[src/rtl/rx_pkg.sv]
// Shared types for the receive stage.
// Assumes nothing beyond IEEE 1800-2017 packages.
package rx_pkg;

    // Routing state of the packet currently on the link.
    typedef enum logic [1:0] {
        ST_HEAD  = 2'd0,   // next word is a header
        ST_LOCAL = 2'd1,   // body of a packet kept locally
        ST_PASS  = 2'd2,   // body of a forwarded packet
        ST_DROP  = 2'd3    // body of a discarded packet
    } rx_state_e;

endpackage

[src/rtl/rx_commit_fifo.sv]
// Local input buffer with speculative and committed write pointers.
// Words are written at the speculative pointer. The committed pointer moves
// when the last word of a packet is written, and only committed words are
// readable. A drop rewinds the speculative pointer to the committed one.
// Assumes: DEPTH is a power of two; push and drop never coincide; push is
// never raised while full.
module rx_commit_fifo #(
    parameter int DW    = 16,
    parameter int DEPTH = 8
) (
    input  logic          clk,
    input  logic          rst_n,
    input  logic          push,
    input  logic [DW-1:0] push_data,
    input  logic          push_last,
    input  logic          drop,
    output logic          full,
    input  logic          pop,
    output logic          out_vld,
    output logic [DW-1:0] out_data,
    output logic          out_last
);
    localparam int PW = $clog2(DEPTH);
    localparam logic [PW:0] CAP = (PW+1)'(DEPTH);

    logic [DW:0] mem [DEPTH];
    logic [PW:0] wr_spec;
    logic [PW:0] wr_cmt;
    logic [PW:0] rd;

    assign full     = (wr_spec - rd) == CAP;
    assign out_vld  = (wr_cmt != rd);
    assign out_data = mem[rd[PW-1:0]][DW-1:0];
    assign out_last = mem[rd[PW-1:0]][DW];

    // Store an incoming word at the speculative slot.
    always_ff @(posedge clk) begin
        if (push) begin
            mem[wr_spec[PW-1:0]] <= {push_last, push_data};
        end
    end

    // Move the speculative, committed and read pointers.
    always_ff @(posedge clk) begin
        if (!rst_n) begin
            wr_spec <= '0;
            wr_cmt  <= '0;
            rd      <= '0;
        end else begin
            if (drop) begin
                wr_spec <= wr_cmt;
            end else if (push) begin
                wr_spec <= wr_spec + 1'b1;
                if (push_last) begin
                    wr_cmt <= wr_spec + 1'b1;
                end
            end
            if (pop && out_vld) begin
                rd <= rd + 1'b1;
            end
        end
    end

    a_r3_commit_within_spec: assert property (@(posedge clk) disable iff (!rst_n)
        (wr_cmt - rd) <= (wr_spec - rd));
    a_r4_no_push_when_full: assert property (@(posedge clk) disable iff (!rst_n)
        push |-> !full);
    a_r4_drop_rewinds: assert property (@(posedge clk) disable iff (!rst_n)
        drop |=> (wr_spec == wr_cmt));

endmodule

[src/rtl/rx_plain_fifo.sv]
// Forwarding buffer: ordinary first-in first-out queue of words with their
// last flag. It has no discard and no resend.
// Assumes: DEPTH is a power of two; push is never raised while full.
module rx_plain_fifo #(
    parameter int DW    = 16,
    parameter int DEPTH = 4
) (
    input  logic          clk,
    input  logic          rst_n,
    input  logic          push,
    input  logic [DW-1:0] push_data,
    input  logic          push_last,
    output logic          full,
    input  logic          pop,
    output logic          out_vld,
    output logic [DW-1:0] out_data,
    output logic          out_last
);
    localparam int PW = $clog2(DEPTH);
    localparam logic [PW:0] CAP = (PW+1)'(DEPTH);

    logic [DW:0] mem [DEPTH];
    logic [PW:0] wr;
    logic [PW:0] rd;

    assign full     = (wr - rd) == CAP;
    assign out_vld  = (wr != rd);
    assign out_data = mem[rd[PW-1:0]][DW-1:0];
    assign out_last = mem[rd[PW-1:0]][DW];

    // Store an incoming word at the tail.
    always_ff @(posedge clk) begin
        if (push) begin
            mem[wr[PW-1:0]] <= {push_last, push_data};
        end
    end

    // Advance the write and read pointers.
    always_ff @(posedge clk) begin
        if (!rst_n) begin
            wr <= '0;
            rd <= '0;
        end else begin
            if (push) begin
                wr <= wr + 1'b1;
            end
            if (pop && out_vld) begin
                rd <= rd + 1'b1;
            end
        end
    end

    a_r2_push_not_full: assert property (@(posedge clk) disable iff (!rst_n)
        push |-> !full);

endmodule

[src/rtl/rx_route_ctrl.sv]
// Routing and overflow control. Decodes each header, picks the local or the
// forwarding path, watches the local buffer for overflow, swallows the rest
// of a dropped packet and builds the single-word resend request.
// Assumes: the header fields come from the word on the link; a header with
// opcode all-ones is itself a resend request and is never answered.
module rx_route_ctrl
    import rx_pkg::*;
#(
    parameter int DW  = 16,
    parameter int AW  = 4,
    parameter int OPW = 2
) (
    input  logic          clk,
    input  logic          rst_n,
    input  logic [AW-1:0] node_addr,
    input  logic          lnk_vld,
    input  logic          lnk_last,
    input  logic [AW-1:0] hdr_dst,
    input  logic [AW-1:0] hdr_src,
    input  logic [OPW-1:0] hdr_op,
    output logic          lnk_rdy,
    input  logic          loc_full,
    input  logic          byp_full,
    output logic          loc_push,
    output logic          loc_drop,
    output logic          byp_push,
    output logic          rs_vld,
    input  logic          rs_rdy,
    output logic [DW-1:0] rs_data
);
    localparam int PADW = DW - 2*AW - OPW;
    localparam logic [OPW-1:0] OP_RESEND = '1;

    rx_state_e      state, state_nxt;
    logic [AW-1:0]  keep_src;
    logic [OPW-1:0] keep_op;
    logic [AW-1:0]  rs_src;
    logic [OPW-1:0] rs_op;
    logic           accept;
    logic           overflow;
    logic           rs_make;

    assign lnk_rdy = !byp_full && !rs_vld;
    assign accept  = lnk_vld && lnk_rdy;
    assign rs_make = overflow && (rs_op != OP_RESEND);

    // Choose the path for the accepted word and detect overflow.
    always_comb begin
        state_nxt = state;
        loc_push  = 1'b0;
        byp_push  = 1'b0;
        overflow  = 1'b0;
        rs_src    = keep_src;
        rs_op     = keep_op;
        if (accept) begin
            unique case (state)
                ST_HEAD: begin
                    rs_src = hdr_src;
                    rs_op  = hdr_op;
                    if (hdr_dst == node_addr) begin
                        if (loc_full) begin
                            overflow  = 1'b1;
                            state_nxt = lnk_last ? ST_HEAD : ST_DROP;
                        end else begin
                            loc_push  = 1'b1;
                            state_nxt = lnk_last ? ST_HEAD : ST_LOCAL;
                        end
                    end else begin
                        byp_push  = 1'b1;
                        state_nxt = lnk_last ? ST_HEAD : ST_PASS;
                    end
                end
                ST_LOCAL: begin
                    if (loc_full) begin
                        overflow  = 1'b1;
                        state_nxt = lnk_last ? ST_HEAD : ST_DROP;
                    end else begin
                        loc_push  = 1'b1;
                        state_nxt = lnk_last ? ST_HEAD : ST_LOCAL;
                    end
                end
                ST_PASS: begin
                    byp_push  = 1'b1;
                    state_nxt = lnk_last ? ST_HEAD : ST_PASS;
                end
                default: begin
                    state_nxt = lnk_last ? ST_HEAD : ST_DROP;
                end
            endcase
        end
    end

    assign loc_drop = overflow;

    // Hold the routing state and the header fields of the current packet.
    always_ff @(posedge clk) begin
        if (!rst_n) begin
            state    <= ST_HEAD;
            keep_src <= '0;
            keep_op  <= '0;
        end else begin
            state <= state_nxt;
            if (accept && state == ST_HEAD) begin
                keep_src <= hdr_src;
                keep_op  <= hdr_op;
            end
        end
    end

    // Build and hold the resend word until the output side takes it.
    always_ff @(posedge clk) begin
        if (!rst_n) begin
            rs_vld  <= 1'b0;
            rs_data <= '0;
        end else if (rs_make) begin
            rs_vld  <= 1'b1;
            rs_data <= {rs_src, node_addr, OP_RESEND, {PADW{1'b0}}};
        end else if (rs_vld && rs_rdy) begin
            rs_vld  <= 1'b0;
        end
    end

    a_r6_resend_held: assert property (@(posedge clk) disable iff (!rst_n)
        (rs_vld && !rs_rdy) |=> (rs_vld && $stable(rs_data)));
    a_r6_no_overwrite: assert property (@(posedge clk) disable iff (!rst_n)
        rs_make |-> !rs_vld);
    a_r5_one_path: assert property (@(posedge clk) disable iff (!rst_n)
        $countones({loc_push, byp_push, loc_drop}) <= 1);

endmodule

[src/rtl/rx_filter_stage.sv]
// Top of the receive stage: address filter, local commit buffer,
// forwarding buffer and resend generator.
// Assumes: header layout is destination in the top AW bits, source in the
// next AW bits, then an OPW-bit opcode; both depths are powers of two.
module rx_filter_stage #(
    parameter int DW        = 16,
    parameter int AW        = 4,
    parameter int OPW       = 2,
    parameter int LOC_DEPTH = 8,
    parameter int BYP_DEPTH = 4
) (
    input  logic          clk,
    input  logic          rst_n,
    input  logic [AW-1:0] node_addr,
    input  logic          lnk_vld,
    output logic          lnk_rdy,
    input  logic [DW-1:0] lnk_data,
    input  logic          lnk_last,
    output logic          loc_vld,
    input  logic          loc_rdy,
    output logic [DW-1:0] loc_data,
    output logic          loc_last,
    output logic          byp_vld,
    input  logic          byp_rdy,
    output logic [DW-1:0] byp_data,
    output logic          byp_last,
    output logic          rs_vld,
    input  logic          rs_rdy,
    output logic [DW-1:0] rs_data
);
    localparam int DST_LO = DW - AW;
    localparam int SRC_LO = DW - 2*AW;
    localparam int OP_LO  = SRC_LO - OPW;

    logic loc_push, loc_drop, loc_full;
    logic byp_push, byp_full;

    rx_route_ctrl #(.DW(DW), .AW(AW), .OPW(OPW)) u_ctrl (
        .clk      (clk),
        .rst_n    (rst_n),
        .node_addr(node_addr),
        .lnk_vld  (lnk_vld),
        .lnk_last (lnk_last),
        .hdr_dst  (lnk_data[DW-1:DST_LO]),
        .hdr_src  (lnk_data[DST_LO-1:SRC_LO]),
        .hdr_op   (lnk_data[SRC_LO-1:OP_LO]),
        .lnk_rdy  (lnk_rdy),
        .loc_full (loc_full),
        .byp_full (byp_full),
        .loc_push (loc_push),
        .loc_drop (loc_drop),
        .byp_push (byp_push),
        .rs_vld   (rs_vld),
        .rs_rdy   (rs_rdy),
        .rs_data  (rs_data)
    );

    rx_commit_fifo #(.DW(DW), .DEPTH(LOC_DEPTH)) u_loc (
        .clk      (clk),
        .rst_n    (rst_n),
        .push     (loc_push),
        .push_data(lnk_data),
        .push_last(lnk_last),
        .drop     (loc_drop),
        .full     (loc_full),
        .pop      (loc_rdy),
        .out_vld  (loc_vld),
        .out_data (loc_data),
        .out_last (loc_last)
    );

    rx_plain_fifo #(.DW(DW), .DEPTH(BYP_DEPTH)) u_byp (
        .clk      (clk),
        .rst_n    (rst_n),
        .push     (byp_push),
        .push_data(lnk_data),
        .push_last(lnk_last),
        .full     (byp_full),
        .pop      (byp_rdy),
        .out_vld  (byp_vld),
        .out_data (byp_data),
        .out_last (byp_last)
    );

    a_r8_blocked_no_write: assert property (@(posedge clk) disable iff (!rst_n)
        (lnk_vld && !lnk_rdy) |-> (!loc_push && !byp_push && !loc_drop));

endmodule

[config.mk]
export PLATFORM = sky130hd
export DESIGN_NAME = rx_filter_stage
export DESIGN_NICKNAME = d
export VERILOG_FILES = /design/src/rtl/rx_pkg.sv /design/src/rtl/rx_commit_fifo.sv /design/src/rtl/rx_plain_fifo.sv /design/src/rtl/rx_route_ctrl.sv /design/src/rtl/rx_filter_stage.sv
export SDC_FILE = /design/constraint.sdc
export NUM_CORES = 1
export LEC_CHECK = 0
export BUFFER_PORTS_ARGS = -buffer_cell sky130_fd_sc_hd__buf_2
export CORE_MARGIN = 2
export CORE_UTILIZATION = 59
export CTS_CLUSTER_SIZE = 20
export DETAILED_ROUTE_END_ITERATION = 8
export GPL_TIMING_DRIVEN = 0
export PLACE_DENSITY = 0.79
export SETUP_SLACK_MARGIN = 0.02
export SYNTH_ARGS = -nofsm -noshare
export SYNTH_HDL_FRONTEND = slang
export SYNTH_SLANG_ARGS = --single-unit
[constraint.sdc]
create_clock -name clk -period 4.55 [get_ports clk]
set_input_delay 0.6825 -clock clk [delete_from_list [all_inputs] [get_ports clk]]
set_output_delay 0.6825 -clock clk [all_outputs]
set_load 0.05 [all_outputs]
==> metrics.txt, run 1 <==
# TYPE chip_impl_metric gauge
chip_impl_metric{name="finalPower",unit="mW"} 5.42
chip_impl_metric{name="rrSetupSlack",unit="ns"} 0.73
chip_impl_metric{name="die_height",unit="um"} 132
chip_impl_metric{name="count_of_cell_types_in_the_netlist",unit=""} 50
chip_impl_metric{name="drt-vias-per-instance",unit=""} 5.94
chip_impl_metric{name="worst-slew-pin-transition",unit="ns"} 1.10
chip_impl_metric{name="num_io_pins",unit=""} 81
chip_impl_metric{name="synthesis.yosys.warnings",unit=""} 0
chip_impl_metric{name="post_cts_hold_buffer_count",unit=""} 0
chip_impl_metric{name="cellLeakagePower",unit="nW"} 3.84
chip_impl_metric{name="syn-cell-area",unit="mm2"} 0.00970
chip_impl_info{name="holdPathEnd",value="u_ctrl.rs_data[11]"} 1
chip_impl_metric{name="final_antenna_net_count",unit=""} 0
chip_impl_metric{name="routed_wirelength",unit="um"} 19500
chip_impl_metric{name="finalWorstPathRequiredPeriod",unit="ns"} 3.82
chip_impl_metric{name="drc",unit=""} 0
chip_impl_metric{name="synth_edf_count",unit=""} 204
chip_impl_metric{name="syn_to_final_growth",unit="%"} 15.4
chip_impl_metric{name="fin_skew",unit="ns"} 0.00758
chip_impl_metric{name="average_detailed_routed_wire_length_per_instance",unit="um"} 22.4
chip_impl_metric{name="drive_above_1_share",unit=""} 0.316
chip_impl_metric{name="number_of_port_buffers",unit=""} 74
chip_impl_metric{name="initial_core_util",unit=""} 0.606
chip_impl_metric{name="antenna_cells",unit=""} 0
chip_impl_info{name="cp-start-kind",value="flop"} 1
chip_impl_metric{name="antenna_violations_before_repair",unit=""} 0
chip_impl_metric{name="clock_buffers_created_by_tritoncts",unit=""} 24
chip_impl_metric{name="die-area",unit="mm2"} 0.0175
chip_impl_metric{name="core_area",unit="mm2"} 0.0160
chip_impl_metric{name="dp_hpwl",unit="um"} 12500
chip_impl_metric{name="pin_count_of_the_biggest_net_entering_global_routing",unit=""} 19
chip_impl_metric{name="cts-root-to-sink-buffers",unit=""} 3
chip_impl_info{name="ys_flop_type",value="sky130_fd_sc_hd__edfxtp_1"} 1
chip_impl_info{name="cts_tree",value="done"} 1
chip_impl_metric{name="path_clk_slew",unit="ns"} 0.06
chip_impl_metric{name="fin_nets",unit=""} 680
chip_impl_metric{name="maximum_capacitance_violations",unit=""} 0
chip_impl_info{name="status",value="finished clean"} 1
chip_impl_metric{name="netlist_instances",unit=""} 527
chip_impl_metric{name="grt_ovf",unit=""} 0
chip_impl_info{name="min_path_type",value="in2reg"} 1
chip_impl_info{name="r2r_start",value="u_loc.wr_spec[0]"} 1
chip_impl_metric{name="relSlewSlack",unit=""} 0.268
chip_impl_metric{name="timing.hold.worst_path_depth",unit=""} 3
chip_impl_metric{name="totalNegativeSetupSlack",unit="ns"} 0
chip_impl_metric{name="grt_util_all_layers",unit=""} 0.229
chip_impl_info{name="clock_tree.root_cell",value="sky130_fd_sc_hd__clkbuf_16"} 1
chip_impl_metric{name="finish.instance_area",unit="mm2"} 0.0112
chip_impl_metric{name="ctsHtreeMaxLevel",unit=""} 1
chip_impl_metric{name="ir_worst_vdd",unit="mV"} 0.330
chip_impl_metric{name="post-cts-setup-buffer-count",unit=""} 0
chip_impl_metric{name="clock_latency",unit="ns"} 0.51
chip_impl_metric{name="synth.ff_latch_count",unit=""} 245
chip_impl_metric{name="drtPass1Iterations",unit=""} 7
chip_impl_metric{name="post_dp_cell_area",unit="mm2"} 0.0105
chip_impl_metric{name="synth_async_sr_flop_share",unit=""} 0
chip_impl_info{name="critPathKind",value="reg2reg"} 1
chip_impl_metric{name="cts-resized-gates",unit=""} 0
chip_impl_metric{name="instances_no_fill",unit=""} 874
chip_impl_metric{name="vias_in_the_first_global_route",unit=""} 5458
chip_impl_metric{name="row_count",unit=""} 46
chip_impl_metric{name="crit_required",unit="ns"} 4.77
chip_impl_metric{name="final_max_slew_viol_count",unit=""} 0
chip_impl_metric{name="critical_path_arrival",unit="ns"} 4.05
chip_impl_metric{name="die_w",unit="um"} 132
chip_impl_metric{name="wire_length_of_the_first_global_routing_pass",unit="um"} 30500
chip_impl_metric{name="r2r.worst_path.cells",unit=""} 10
chip_impl_metric{name="max_freq",unit="GHz"} 0.262
chip_impl_info{name="r2r_end",value="u_loc.mem[1][11]"} 1
chip_impl_info{name="grt_setup_unrepaired",value="false"} 1
chip_impl_metric{name="critPathMaxFanout",unit=""} 10
chip_impl_info{name="crit_path_end_kind",value="flop"} 1
chip_impl_metric{name="gp_congestion",unit=""} 0.883
chip_impl_metric{name="place.detailed.instances",unit=""} 831
chip_impl_metric{name="clock_sink_count",unit=""} 245
chip_impl_metric{name="setup_viol_count_final",unit=""} 0
chip_impl_info{name="hp-start",value="node_addr[3]"} 1
chip_impl_metric{name="drt_first_iter_violations",unit=""} 488
chip_impl_metric{name="cellPowerDensity",unit="mW/mm2"} 484
chip_impl_metric{name="yosysSeqAreaShare",unit=""} 0.716
chip_impl_metric{name="final.period_utilization",unit=""} 0.840
chip_impl_metric{name="detailroute.via_count",unit=""} 5188
chip_impl_metric{name="avgSynthCellArea",unit="um2"} 18.4
chip_impl_metric{name="report.final.hold_viol_count",unit=""} 0
-- power breakdown --
group / leakage, nW / switching [mW] / internal (mW) / total (mW)
registers: 2.18 / 0.0413 / 2.55 / 2.59
clock network: 0.340 / 0.788 / 0.991 / 1.78
logic: 1.32 / 0.727 / 0.329 / 1.06
total: 3.84 / 1.56 / 3.87 / 5.42
-- cell type report --
cell class	count	area, um2
plain buffers	30	159
fillers	1038	4800
repair buffers	83	472
clock buffers	34	648
clock inverters	9	50.0
inverters	12	45.0
multi-input cells	245	2610
flip-flops and latches	245	6950
well taps	216	270
-- Yosys cell counts, types with 2 or more instances --
| master | instances | share of area |
|---|---|---|
| sky130_fd_sc_hd__o21ai_0 | 7 | 0.0036 |
| sky130_fd_sc_hd__dfxtp_1 | 41 | 0.085 |
| sky130_fd_sc_hd__buf_6 | 2 | 0.0023 |
| sky130_fd_sc_hd__and4b_1 | 2 | 0.0021 |
| sky130_fd_sc_hd__nor2b_1 | 2 | 0.0013 |
| sky130_fd_sc_hd__nor2_1 | 23 | 0.0089 |
| sky130_fd_sc_hd__mux2_4 | 4 | 0.0062 |
| sky130_fd_sc_hd__nand4b_1 | 2 | 0.0018 |
| sky130_fd_sc_hd__o31ai_1 | 2 | 0.0015 |
| sky130_fd_sc_hd__ha_1 | 12 | 0.015 |
| sky130_fd_sc_hd__buf_1 | 4 | 0.0015 |
| sky130_fd_sc_hd__mux2i_1 | 14 | 0.014 |
| sky130_fd_sc_hd__o21a_1 | 2 | 0.0015 |
| sky130_fd_sc_hd__and2_1 | 10 | 0.0064 |
| sky130_fd_sc_hd__nor4b_1 | 2 | 0.0018 |
| sky130_fd_sc_hd__nand4_1 | 2 | 0.0013 |
| sky130_fd_sc_hd__buf_2 | 4 | 0.0021 |
| sky130_fd_sc_hd__xor2_1 | 6 | 0.0054 |
| sky130_fd_sc_hd__a21oi_1 | 10 | 0.0052 |
| sky130_fd_sc_hd__buf_4 | 7 | 0.0054 |
| sky130_fd_sc_hd__clkbuf_1 | 13 | 0.0050 |
| sky130_fd_sc_hd__nand3_1 | 10 | 0.0052 |
| sky130_fd_sc_hd__xnor2_1 | 12 | 0.011 |
| sky130_fd_sc_hd__or3_1 | 3 | 0.0019 |
| sky130_fd_sc_hd__nand2_1 | 24 | 0.0093 |
| sky130_fd_sc_hd__and3_1 | 2 | 0.0013 |
| sky130_fd_sc_hd__inv_1 | 12 | 0.0046 |
| sky130_fd_sc_hd__mux4_2 | 51 | 0.12 |
| sky130_fd_sc_hd__edfxtp_1 | 204 | 0.63 |
| sky130_fd_sc_hd__mux2_2 | 17 | 0.020 |
| sky130_fd_sc_hd__a31oi_1 | 2 | 0.0013 |
-- layout by cell type, fill, tap and decap left out, drive strengths merged, types with 3 or more instances in the layout --
master | netlist | routed
nand2 | 24 | 24
buf | 17 | 100
ha | 12 | 12
conb | 1 | 6
o21ai | 7 | 7
xor2 | 6 | 6
mux2i | 14 | 14
dfxtp | 41 | 41
mux4 | 51 | 51
clkbuf | 13 | 47
edfxtp | 204 | 204
a21oi | 10 | 10
nand3 | 10 | 10
nor2 | 24 | 24
clkinv | 0 | 9
xnor2 | 13 | 13
and2 | 10 | 10
or3 | 3 | 3
mux2 | 21 | 21
inv | 12 | 12
-- how the worst max path moves through the flow --
stage | from | endpoint | slack, ns | depth (start not counted)
2_1_floorplan | u_loc.wr_spec[0] | u_loc.mem[1][0] | 0.51 | 9
3_3_place_gp | lnk_data[12] | u_loc.mem[1][4] | -1.20 | 7
3_5_place_dp | u_loc.wr_spec[0] | u_loc.mem[1][5] | 0.80 | 10
4_1_cts | u_loc.wr_spec[0] | u_loc.mem[1][1] | 0.74 | 10
5_1_grt | u_loc.wr_spec[0] | u_loc.mem[1][1] | 0.44 | 10
6_report | u_loc.wr_spec[0] | u_loc.mem[1][11] | 0.73 | 10
-- logic make-up (layout without fill, tap and decap cells) --
family / count (synthesis) / after routing / synth area share
flops: 245 / 245 / 0.716
simple gates: 93 / 93 / 0.0502
mux: 86 / 86 / 0.159
buf+inv: 42 / 168 / 0.0210
compound gates: 28 / 28 / 0.0177
xor+xnor: 20 / 20 / 0.0204
fa+ha+maj: 12 / 12 / 0.0155
other cells: 1 / 6 / 0.000387
-- per-stage QoR --
stage / hold WS, ns / util / worst slack (ns)
final: 0.446 / 0.700 / 0.726
after global routing: 0.445 / 0.700 / 0.440
after CTS: 0.439 / 0.700 / 0.740
after detailed placement: 0.458 / 0.656 / 0.802
after global placement: 0.443 / 0.647 / -1.20
after floorplan: 0.450 / - / 0.513
-- layer usage --
layer / vias up / GRT usage / wire, um
met2: 205 / 0.393 / 9950
met4: 0 / 0.0753 / 537
li1: 2280 / - / -
met3: 46 / 0.0315 / 1320
met5: - / 0 / 0
met1: 2657 / 0.308 / 7730
-- worst max-delay path, cell delays in order, from the launching register on --
cell                       delay (ns)
sky130_fd_sc_hd__dfxtp_1         0.34
sky130_fd_sc_hd__clkbuf_1        0.37
sky130_fd_sc_hd__inv_1           0.16
sky130_fd_sc_hd__ha_1            0.22
sky130_fd_sc_hd__o21ai_0         0.38
sky130_fd_sc_hd__xor3_1          0.25
sky130_fd_sc_hd__nor2_1          0.06
sky130_fd_sc_hd__clkbuf_1        0.27
sky130_fd_sc_hd__nor2_1          0.35
sky130_fd_sc_hd__nor4b_2         0.86
sky130_fd_sc_hd__buf_6           0.25
-- registers in the layout, summed over array words and instances (netlist names), named ones only --
signal and count:
u_byp.rd 3, u_loc.mem 136, u_loc.wr_cmt 4, u_loc.wr_spec 4
u_ctrl.keep_op 2, u_loc.rd 4, u_byp.mem 68, u_ctrl.state 2
u_ctrl.rs_data 9, u_ctrl.keep_src 4, u_ctrl.rs_vld 1, u_byp.wr 3
No activity file was read; power rests on OpenSTA's default activity.
==> run 2, diff against run 1 <==
--- a/config.mk
+++ b/config.mk
@@ -5,13 +5,14 @@
 export SDC_FILE = /design/constraint.sdc
 export NUM_CORES = 1
 export LEC_CHECK = 0
+export ABC_AREA = 1
 export BUFFER_PORTS_ARGS = -buffer_cell sky130_fd_sc_hd__buf_2
 export CORE_MARGIN = 2
-export CORE_UTILIZATION = 59
+export CORE_UTILIZATION = 54
 export CTS_CLUSTER_SIZE = 20
 export DETAILED_ROUTE_END_ITERATION = 8
 export GPL_TIMING_DRIVEN = 0
-export PLACE_DENSITY = 0.79
+export PLACE_DENSITY = 0.76
 export SETUP_SLACK_MARGIN = 0.02
 export SYNTH_ARGS = -nofsm -noshare
 export SYNTH_HDL_FRONTEND = slang
==> constraint.sdc (replaced) <==
create_clock -name clk -period 3.5 [get_ports clk]
set_input_delay 0.525 -clock clk [delete_from_list [all_inputs] [get_ports clk]]
set_output_delay 0.525 -clock clk [all_outputs]
set_load 0.05 [all_outputs]
==> metrics.txt, run 2 <==
# TYPE chip_impl_metric gauge
chip_impl_metric{name="die-area",unit="mm2"} 0.0199
chip_impl_metric{name="netlist_instances",unit=""} 903
chip_impl_metric{name="post-cts-setup-buffer-count",unit=""} 0
chip_impl_info{name="status",value="finished clean"} 1
chip_impl_metric{name="drt-vias-per-instance",unit=""} 5.58
chip_impl_metric{name="drive_above_1_share",unit=""} 0.170
chip_impl_info{name="crit_path_end_kind",value="output port"} 1
chip_impl_metric{name="vias_in_the_first_global_route",unit=""} 6594
chip_impl_metric{name="count_of_cell_types_in_the_netlist",unit=""} 34
chip_impl_info{name="ys_flop_type",value="sky130_fd_sc_hd__edfxtp_1"} 1
chip_impl_metric{name="critical_path_arrival",unit="ns"} 2.86
chip_impl_info{name="synth_top_cells_by_area",value="sky130_fd_sc_hd__edfxtp_1 60%, sky130_fd_sc_hd__dfxtp_1 8.1%, sky130_fd_sc_hd__nor2_1 6.8%"} 1
chip_impl_metric{name="drtPass1Iterations",unit=""} 5
chip_impl_metric{name="synth_top_cell_area_share",unit=""} 0.602
chip_impl_metric{name="clock_buffers_created_by_tritoncts",unit=""} 25
chip_impl_metric{name="critPathMaxFanout",unit=""} 10
chip_impl_metric{name="crit_required",unit="ns"} 2.97
chip_impl_metric{name="dp_hpwl",unit="um"} 14900
chip_impl_metric{name="area_used_by_multi_input_combinational_logic",unit="mm2"} 0.00281
chip_impl_metric{name="cellPowerDensity",unit="mW/mm2"} 886
chip_impl_metric{name="final.fill_count",unit=""} 1348
chip_impl_metric{name="finalPower",unit="mW"} 10.5
chip_impl_info{name="grt_setup_unrepaired",value="false"} 1
chip_impl_metric{name="final_antenna_net_count",unit=""} 0
chip_impl_metric{name="setup_viol_count_final",unit=""} 0
chip_impl_metric{name="number_of_port_buffers",unit=""} 73
chip_impl_info{name="min_path_type",value="in2reg"} 1
chip_impl_metric{name="cts-resized-gates",unit=""} 0
chip_impl_metric{name="finalWorstPathRequiredPeriod",unit="ns"} 3.39
chip_impl_metric{name="fin_skew",unit="ns"} 0.0105
chip_impl_metric{name="relSlewSlack",unit=""} 0.346
chip_impl_metric{name="clock_latency",unit="ns"} 0.51
chip_impl_metric{name="final.period_utilization",unit=""} 0.968
chip_impl_metric{name="register_area",unit="mm2"} 0.00695
chip_impl_metric{name="die_w",unit="um"} 141
chip_impl_metric{name="pin_count_of_the_biggest_net_entering_global_routing",unit=""} 18
chip_impl_metric{name="initial_core_util",unit=""} 0.547
chip_impl_metric{name="core_area",unit="mm2"} 0.0186
chip_impl_metric{name="syn-cell-area",unit="mm2"} 0.0102
chip_impl_metric{name="cts-root-to-sink-buffers",unit=""} 3
chip_impl_metric{name="clock_sink_count",unit=""} 245
chip_impl_metric{name="row_count",unit=""} 50
chip_impl_metric{name="ir_worst_vdd",unit="mV"} 0.585
chip_impl_metric{name="ctsHtreeMaxLevel",unit=""} 1
chip_impl_info{name="clock_tree.root_cell",value="sky130_fd_sc_hd__clkbuf_16"} 1
chip_impl_metric{name="synth_async_sr_flop_share",unit=""} 0
chip_impl_info{name="mostFrequentLayoutCells",value="204 x sky130_fd_sc_hd__edfxtp_1, 178 x sky130_fd_sc_hd__nor2_1, 119 x sky130_fd_sc_hd__o21ai_0"} 1
chip_impl_info{name="post_synth_top_area_cell",value="sky130_fd_sc_hd__edfxtp_1"} 1
chip_impl_metric{name="routed_wirelength",unit="um"} 22400
chip_impl_metric{name="average_detailed_routed_wire_length_per_instance",unit="um"} 17.6
chip_impl_metric{name="max_freq",unit="GHz"} 0.295
chip_impl_metric{name="worst-slew-pin-transition",unit="ns"} 0.980
chip_impl_metric{name="path_clk_slew",unit="ns"} 0.06
chip_impl_metric{name="finalHoldWorstSlack",unit="ns"} 0.282
chip_impl_metric{name="wire_length_of_the_first_global_routing_pass",unit="um"} 34700
chip_impl_info{name="worst_path_max_delay_cell",value="sky130_fd_sc_hd__clkbuf_1"} 1
chip_impl_metric{name="largest_register_ff_count",unit=""} 136
chip_impl_metric{name="post_cts_hold_buffer_count",unit=""} 0
chip_impl_metric{name="report.final.hold_viol_count",unit=""} 0
chip_impl_metric{name="cellLeakagePower",unit="nW"} 4.47
chip_impl_metric{name="grt_ovf",unit=""} 0
chip_impl_metric{name="antenna_cells",unit=""} 0
chip_impl_metric{name="maximum_capacitance_violations",unit=""} 0
chip_impl_metric{name="num_io_pins",unit=""} 81
chip_impl_metric{name="antenna_violations_before_repair",unit=""} 0
chip_impl_info{name="worst_path_dominant_cell_family",value="buffers and inverters"} 1
chip_impl_metric{name="synth.ff_latch_count",unit=""} 245
chip_impl_metric{name="drt_first_iter_violations",unit=""} 563
chip_impl_metric{name="synth_edf_count",unit=""} 204
chip_impl_metric{name="yosysSeqAreaShare",unit=""} 0.683
chip_impl_info{name="cts_tree",value="done"} 1
chip_impl_metric{name="avgSynthCellArea",unit="um2"} 11.3
chip_impl_metric{name="drc",unit=""} 0
chip_impl_metric{name="detailroute.via_count",unit=""} 7076
chip_impl_metric{name="final_max_slew_viol_count",unit=""} 0
chip_impl_metric{name="path_buf_inv",unit=""} 4
chip_impl_metric{name="grt_util_all_layers",unit=""} 0.225
chip_impl_metric{name="gp_congestion",unit=""} 0.843
chip_impl_metric{name="cp_slowest_stage_delay",unit="ns"} 0.44
chip_impl_info{name="cp-start-kind",value="flop"} 1
chip_impl_metric{name="synthesis.yosys.warnings",unit=""} 0
chip_impl_info{name="yosys-top-cells-count",value="204 x sky130_fd_sc_hd__edfxtp_1, 183 x sky130_fd_sc_hd__nor2_1, 119 x sky130_fd_sc_hd__o21ai_0"} 1
chip_impl_info{name="yosysMostFrequentCell",value="sky130_fd_sc_hd__edfxtp_1"} 1
chip_impl_info{name="critical_path.cell_chain",value="clkbuf_1, buf_2, clkbuf_1, nor2_1, o22ai_1, nor2_1, a31oi_1, buf_2"} 1
chip_impl_info{name="final_common_cell",value="sky130_fd_sc_hd__edfxtp_1"} 1
chip_impl_metric{name="syn_to_final_growth",unit="%"} 16.1
chip_impl_info{name="critPathKind",value="reg2out"} 1
chip_impl_metric{name="die_height",unit="um"} 141
chip_impl_metric{name="fin_nets",unit=""} 1056
-- run 2: cell types whose count changed after synthesis, moves of 14 or more --
cell and delta:
sky130_fd_sc_hd__nor2_1 +160, sky130_fd_sc_hd__o21ai_0 +112, sky130_fd_sc_hd__nand2_1 +65, sky130_fd_sc_hd__mux4_2 -51
sky130_fd_sc_hd__inv_1 +46, sky130_fd_sc_hd__o22ai_1 +34, sky130_fd_sc_hd__clkbuf_1 +21, sky130_fd_sc_hd__mux2_2 -17
sky130_fd_sc_hd__a31oi_1 +15, sky130_fd_sc_hd__mux2i_1 -14
-- run 2: area by class of cell --
type / instances / share of cell area
buffer: 48 / 0.0209
clock buffer: 26 / 0.0533
clock inverter: 19 / 0.0144
inverter: 62 / 0.0197
multi-input combinational: 553 / 0.238
sequential: 245 / 0.589
tap: 234 / 0.0248
timing repair buffer: 82 / 0.0405
-- run 2: final timing paths --
path                                         from                end  slack, ns  cells after the start
worst min-delay path                       rs_rdy      u_ctrl.rs_vld       0.28                      3
worst max register to register        u_byp.rd[1]    u_loc.mem[4][9]       0.42                     10
worst min register to register  u_ctrl.rs_data[7]  u_ctrl.rs_data[7]       0.47                      2
worst max-delay path                         flop       loc_data[12]       0.11                      8
-- run 2: per-layer routing --
| metal | routed length (um) | part of all wire | GRT usage | vias up |
|---|---|---|---|---|
| met1 | 9220 | 0.41 | 0.304 | 3346 |
| met3 | 1590 | 0.071 | 0.0333 | 56 |
| met5 | 0 | 0 | 0 | - |
| li1 | - | - | - | 3368 |
| met2 | 10800 | 0.48 | 0.366 | 306 |
| met4 | 817 | 0.037 | 0.0974 | 0 |
-- run 2: tightest hold or removal path: cells and delay by family --
kind / cells / cell delay, ns
AOI/OAI and AO/OA: 1 / 0.04
buffers and inverters: 1 / 0.07
and+or+nand+nor: 1 / 0.10
-- run 2: per-stage QoR --
step                      setup TNS (ns)  setup slack (ns)  area [um2]  utilization  std cells
after floorplan                        0             0.337       10200            -        908
after global placement            -64.81            -0.699       10800        0.584       1215
after detailed placement               0             0.370       11000        0.592       1224
after CTS                              0             0.150       11800        0.635       1269
after global routing                   0            0.0208       11800        0.635       1269
final                                  0             0.111       11800        0.635       1269
-- run 2: cell families (layout without fill, tap and decap cells) --
kind of cell / after synthesis / after routing / share of synthesized area
AO/OA/AOI/OAI: 194 / 194 / 0.105
AND/OR/NAND/NOR: 334 / 334 / 0.143
buffers and inverters: 110 / 237 / 0.0469
XOR/XNOR: 7 / 7 / 0.00603
adder cells (fa/ha/maj): 12 / 12 / 0.0148
other: 1 / 6 / 0.000369
flip-flops: 245 / 245 / 0.683
-- run 2: power breakdown --
group / internal, mW / leakage [nW] / switching [mW]
Combinational: 1.02 / 1.90 / 3.27
Sequential: 3.48 / 2.18 / 0.121
Clock: 1.52 / 0.393 / 1.05
Total: 6.02 / 4.47 / 4.44
==> run 3, diff against run 2 <==
--- a/config.mk
+++ b/config.mk
@@ -7,12 +7,14 @@
 export LEC_CHECK = 0
 export ABC_AREA = 1
 export BUFFER_PORTS_ARGS = -buffer_cell sky130_fd_sc_hd__buf_2
+export CELL_PAD_IN_SITES_DETAIL_PLACEMENT = 2
+export CELL_PAD_IN_SITES_GLOBAL_PLACEMENT = 2
 export CORE_MARGIN = 2
-export CORE_UTILIZATION = 54
+export CORE_UTILIZATION = 36
 export CTS_CLUSTER_SIZE = 20
 export DETAILED_ROUTE_END_ITERATION = 8
 export GPL_TIMING_DRIVEN = 0
-export PLACE_DENSITY = 0.76
+export PLACE_DENSITY_LB_ADDON = 0.1
 export SETUP_SLACK_MARGIN = 0.02
 export SYNTH_ARGS = -nofsm -noshare
 export SYNTH_HDL_FRONTEND = slang
==> metrics.txt, run 3 (synthesis results as in run 2) <==
# TYPE chip_impl_metric gauge
chip_impl_metric{name="final_core_utilization",unit=""} 0.435
chip_impl_metric{name="gp_congestion",unit=""} 0.705
chip_impl_metric{name="die_w",unit="um"} 172
chip_impl_metric{name="core_area",unit="mm2"} 0.0278
chip_impl_metric{name="report.final.hold_viol_count",unit=""} 0
chip_impl_metric{name="antenna_violations_before_repair",unit=""} 0
chip_impl_metric{name="routed_wirelength",unit="um"} 30600
chip_impl_info{name="crit_path_end_kind",value="output port"} 1
chip_impl_metric{name="largest_register_ff_count",unit=""} 136
chip_impl_metric{name="cp_slowest_stage_delay",unit="ns"} 0.47
chip_impl_info{name="hp-start",value="rs_rdy"} 1
chip_impl_metric{name="cts-root-to-sink-buffers",unit=""} 3
chip_impl_metric{name="r2r.worst_path.cells",unit=""} 10
chip_impl_info{name="worst_path_max_delay_cell",value="sky130_fd_sc_hd__clkbuf_1"} 1
chip_impl_info{name="status",value="finished clean"} 1
chip_impl_info{name="r2r_end",value="u_loc.mem[4][3]"} 1
chip_impl_metric{name="clock_buffers_created_by_tritoncts",unit=""} 27
chip_impl_metric{name="timing.hold.worst_path_depth",unit=""} 3
chip_impl_metric{name="drt-vias-per-instance",unit=""} 5.04
chip_impl_metric{name="maximum_capacitance_violations",unit=""} 0
chip_impl_metric{name="fin_nets",unit=""} 1060
chip_impl_metric{name="finalWorstPathRequiredPeriod",unit="ns"} 3.32
chip_impl_info{name="clock_tree.root_cell",value="sky130_fd_sc_hd__clkbuf_16"} 1
chip_impl_metric{name="average_detailed_routed_wire_length_per_instance",unit="um"} 21.6
chip_impl_info{name="mostFrequentLayoutCells",value="204 x sky130_fd_sc_hd__edfxtp_1, 177 x sky130_fd_sc_hd__nor2_1, 119 x sky130_fd_sc_hd__o21ai_0"} 1
chip_impl_metric{name="num_io_pins",unit=""} 81
chip_impl_metric{name="crit_required",unit="ns"} 2.97
chip_impl_metric{name="instances_no_fill",unit=""} 1420
chip_impl_info{name="holdPathEnd",value="u_ctrl.rs_vld"} 1
chip_impl_info{name="crit_path_frequent_cell",value="sky130_fd_sc_hd__clkbuf_1"} 1
chip_impl_metric{name="ctsHtreeMaxLevel",unit=""} 1
chip_impl_info{name="cp-start-kind",value="flop"} 1
chip_impl_info{name="final_common_cell",value="sky130_fd_sc_hd__edfxtp_1"} 1
chip_impl_metric{name="dp_hpwl",unit="um"} 21300
chip_impl_metric{name="rrSetupSlack",unit="ns"} 0.28
chip_impl_metric{name="fin_skew",unit="ns"} 0.0211
chip_impl_metric{name="drtPass1Iterations",unit=""} 4
chip_impl_metric{name="final.period_utilization",unit=""} 0.950
chip_impl_info{name="r2r_start",value="u_byp.rd[1]"} 1
chip_impl_metric{name="pin_count_of_the_biggest_net_entering_global_routing",unit=""} 18
chip_impl_metric{name="initial_core_util",unit=""} 0.366
chip_impl_metric{name="worst-slew-pin-transition",unit="ns"} 0.961
chip_impl_metric{name="max_freq",unit="GHz"} 0.301
chip_impl_metric{name="ir_worst_vdd",unit="mV"} 0.475
chip_impl_metric{name="drive_above_1_share",unit=""} 0.182
chip_impl_metric{name="vias_in_the_first_global_route",unit=""} 7874
chip_impl_metric{name="critPathMaxFanout",unit=""} 10
chip_impl_metric{name="place.detailed.instances",unit=""} 1371
chip_impl_info{name="min_path_type",value="in2reg"} 1
chip_impl_metric{name="syn_to_final_growth",unit="%"} 18.8
chip_impl_metric{name="path_clk_slew",unit="ns"} 0.06
chip_impl_info{name="cts_tree",value="done"} 1
chip_impl_metric{name="relSlewSlack",unit=""} 0.358
chip_impl_metric{name="clock_latency",unit="ns"} 0.55
chip_impl_metric{name="cellLeakagePower",unit="nW"} 4.51
chip_impl_metric{name="final_antenna_net_count",unit=""} 0
chip_impl_metric{name="die-area",unit="mm2"} 0.0296
chip_impl_metric{name="detailroute.via_count",unit=""} 7158
chip_impl_metric{name="row_count",unit=""} 61
chip_impl_metric{name="grt_ovf",unit=""} 0
chip_impl_metric{name="drc",unit=""} 0
chip_impl_metric{name="wire_length_of_the_first_global_routing_pass",unit="um"} 46700
chip_impl_metric{name="grt_util_all_layers",unit=""} 0.212
chip_impl_info{name="critPathKind",value="reg2out"} 1
chip_impl_metric{name="final_max_slew_viol_count",unit=""} 0
chip_impl_metric{name="die_height",unit="um"} 172
chip_impl_metric{name="post_cts_hold_buffer_count",unit=""} 0
chip_impl_metric{name="number_of_port_buffers",unit=""} 73
chip_impl_info{name="grt_setup_unrepaired",value="false"} 1
chip_impl_metric{name="setup_viol_count_final",unit=""} 0
chip_impl_metric{name="antenna_cells",unit=""} 0
chip_impl_metric{name="critical_path_arrival",unit="ns"} 2.80
chip_impl_metric{name="cellPowerDensity",unit="mW/mm2"} 906
chip_impl_info{name="critical_path.cell_chain",value="clkbuf_1, clkbuf_1, o21ai_0, o22ai_1, nor2_1, a31oi_1, buf_2"} 1
chip_impl_metric{name="drt_first_iter_violations",unit=""} 458
chip_impl_metric{name="clock_sink_count",unit=""} 245
[run 3: cell types whose count changed in the layout (fill, tap and decap cells not counted), moves of 2 or more]
cell	previous run	this run
sky130_fd_sc_hd__clkbuf_2	2	7
sky130_fd_sc_hd__clkinvlp_4	1	6
sky130_fd_sc_hd__clkinv_2	5	1
sky130_fd_sc_hd__clkinv_1	10	5
sky130_fd_sc_hd__clkbuf_16	25	27
[run 3: what timing repair did]
action,in CTS,in global routing
buffers inserted,0,0
endpoints found under the setup margin,16,5
resized for setup,6,5
[run 3: area by class of cell]
class / instances / area [um2]
fillers: 2955 / 15700
flip-flops and latches: 245 / 6950
multi-input cells: 553 / 2810
clock buffers: 34 / 702
repair buffers: 85 / 512
well taps: 378 / 473
plain buffers: 47 / 250
inverters: 62 / 233
clock inverters: 16 / 156
[run 3: per-stage QoR]
stage | setup TNS, ns | hold WS (ns) | total power, mW | setup slack [ns] | area, um2
after floorplan | 0 | 0.465 | 6.80 | 0.337 | 10200
after global placement | -96.18 | 0.463 | 8.06 | -1.03 | 11000
after detailed placement | 0 | 0.473 | 8.25 | 0.148 | 11200
after CTS | 0 | 0.239 | 11.1 | 0.0408 | 12100
after global routing | 0 | 0.261 | 11.5 | 0.0216 | 12100
final | 0 | 0.261 | 10.9 | 0.175 | 12100
[run 3: per-layer routing]
metal	share of wire	up-vias	track usage
met3	0.035	42	0.0266
met2	0.52	119	0.394
met5	0	-	0
li1	-	3384	-
met4	0.021	0	0.0526
met1	0.43	3613	0.260
[run 3: where the power goes]
part	switching, mW	internal (mW)	leakage (nW)
clock network	1.21	1.58	0.396
registers	0.149	3.48	2.18
logic	3.47	1.06	1.93
total	4.83	6.11	4.51
[run 3: worst max path at each step]
stage | startpoint | endpoint | slack [ns] | cells after the start
floorplan | u_byp.rd[1] | u_loc.mem[5][0] | 0.34 | 11
global placement | lnk_data[14] | u_loc.mem[4][0] | -1.03 | 11
detailed placement | lnk_data[13] | u_loc.mem[5][0] | 0.15 | 14
CTS | flop | loc_data[15] | 0.04 | 8
global route | flop | loc_data[14] | 0.02 | 7
finish | flop | loc_data[15] | 0.18 | 7
[run 3: critical path, delay by kind of cell, from the launching register on]
kind                   cells  cell delay [ns]
and+or+nand+nor            1             0.06
buffers and inverters      3             1.23
AOI/OAI and AO/OA          3             0.65
DFF                        1             0.31
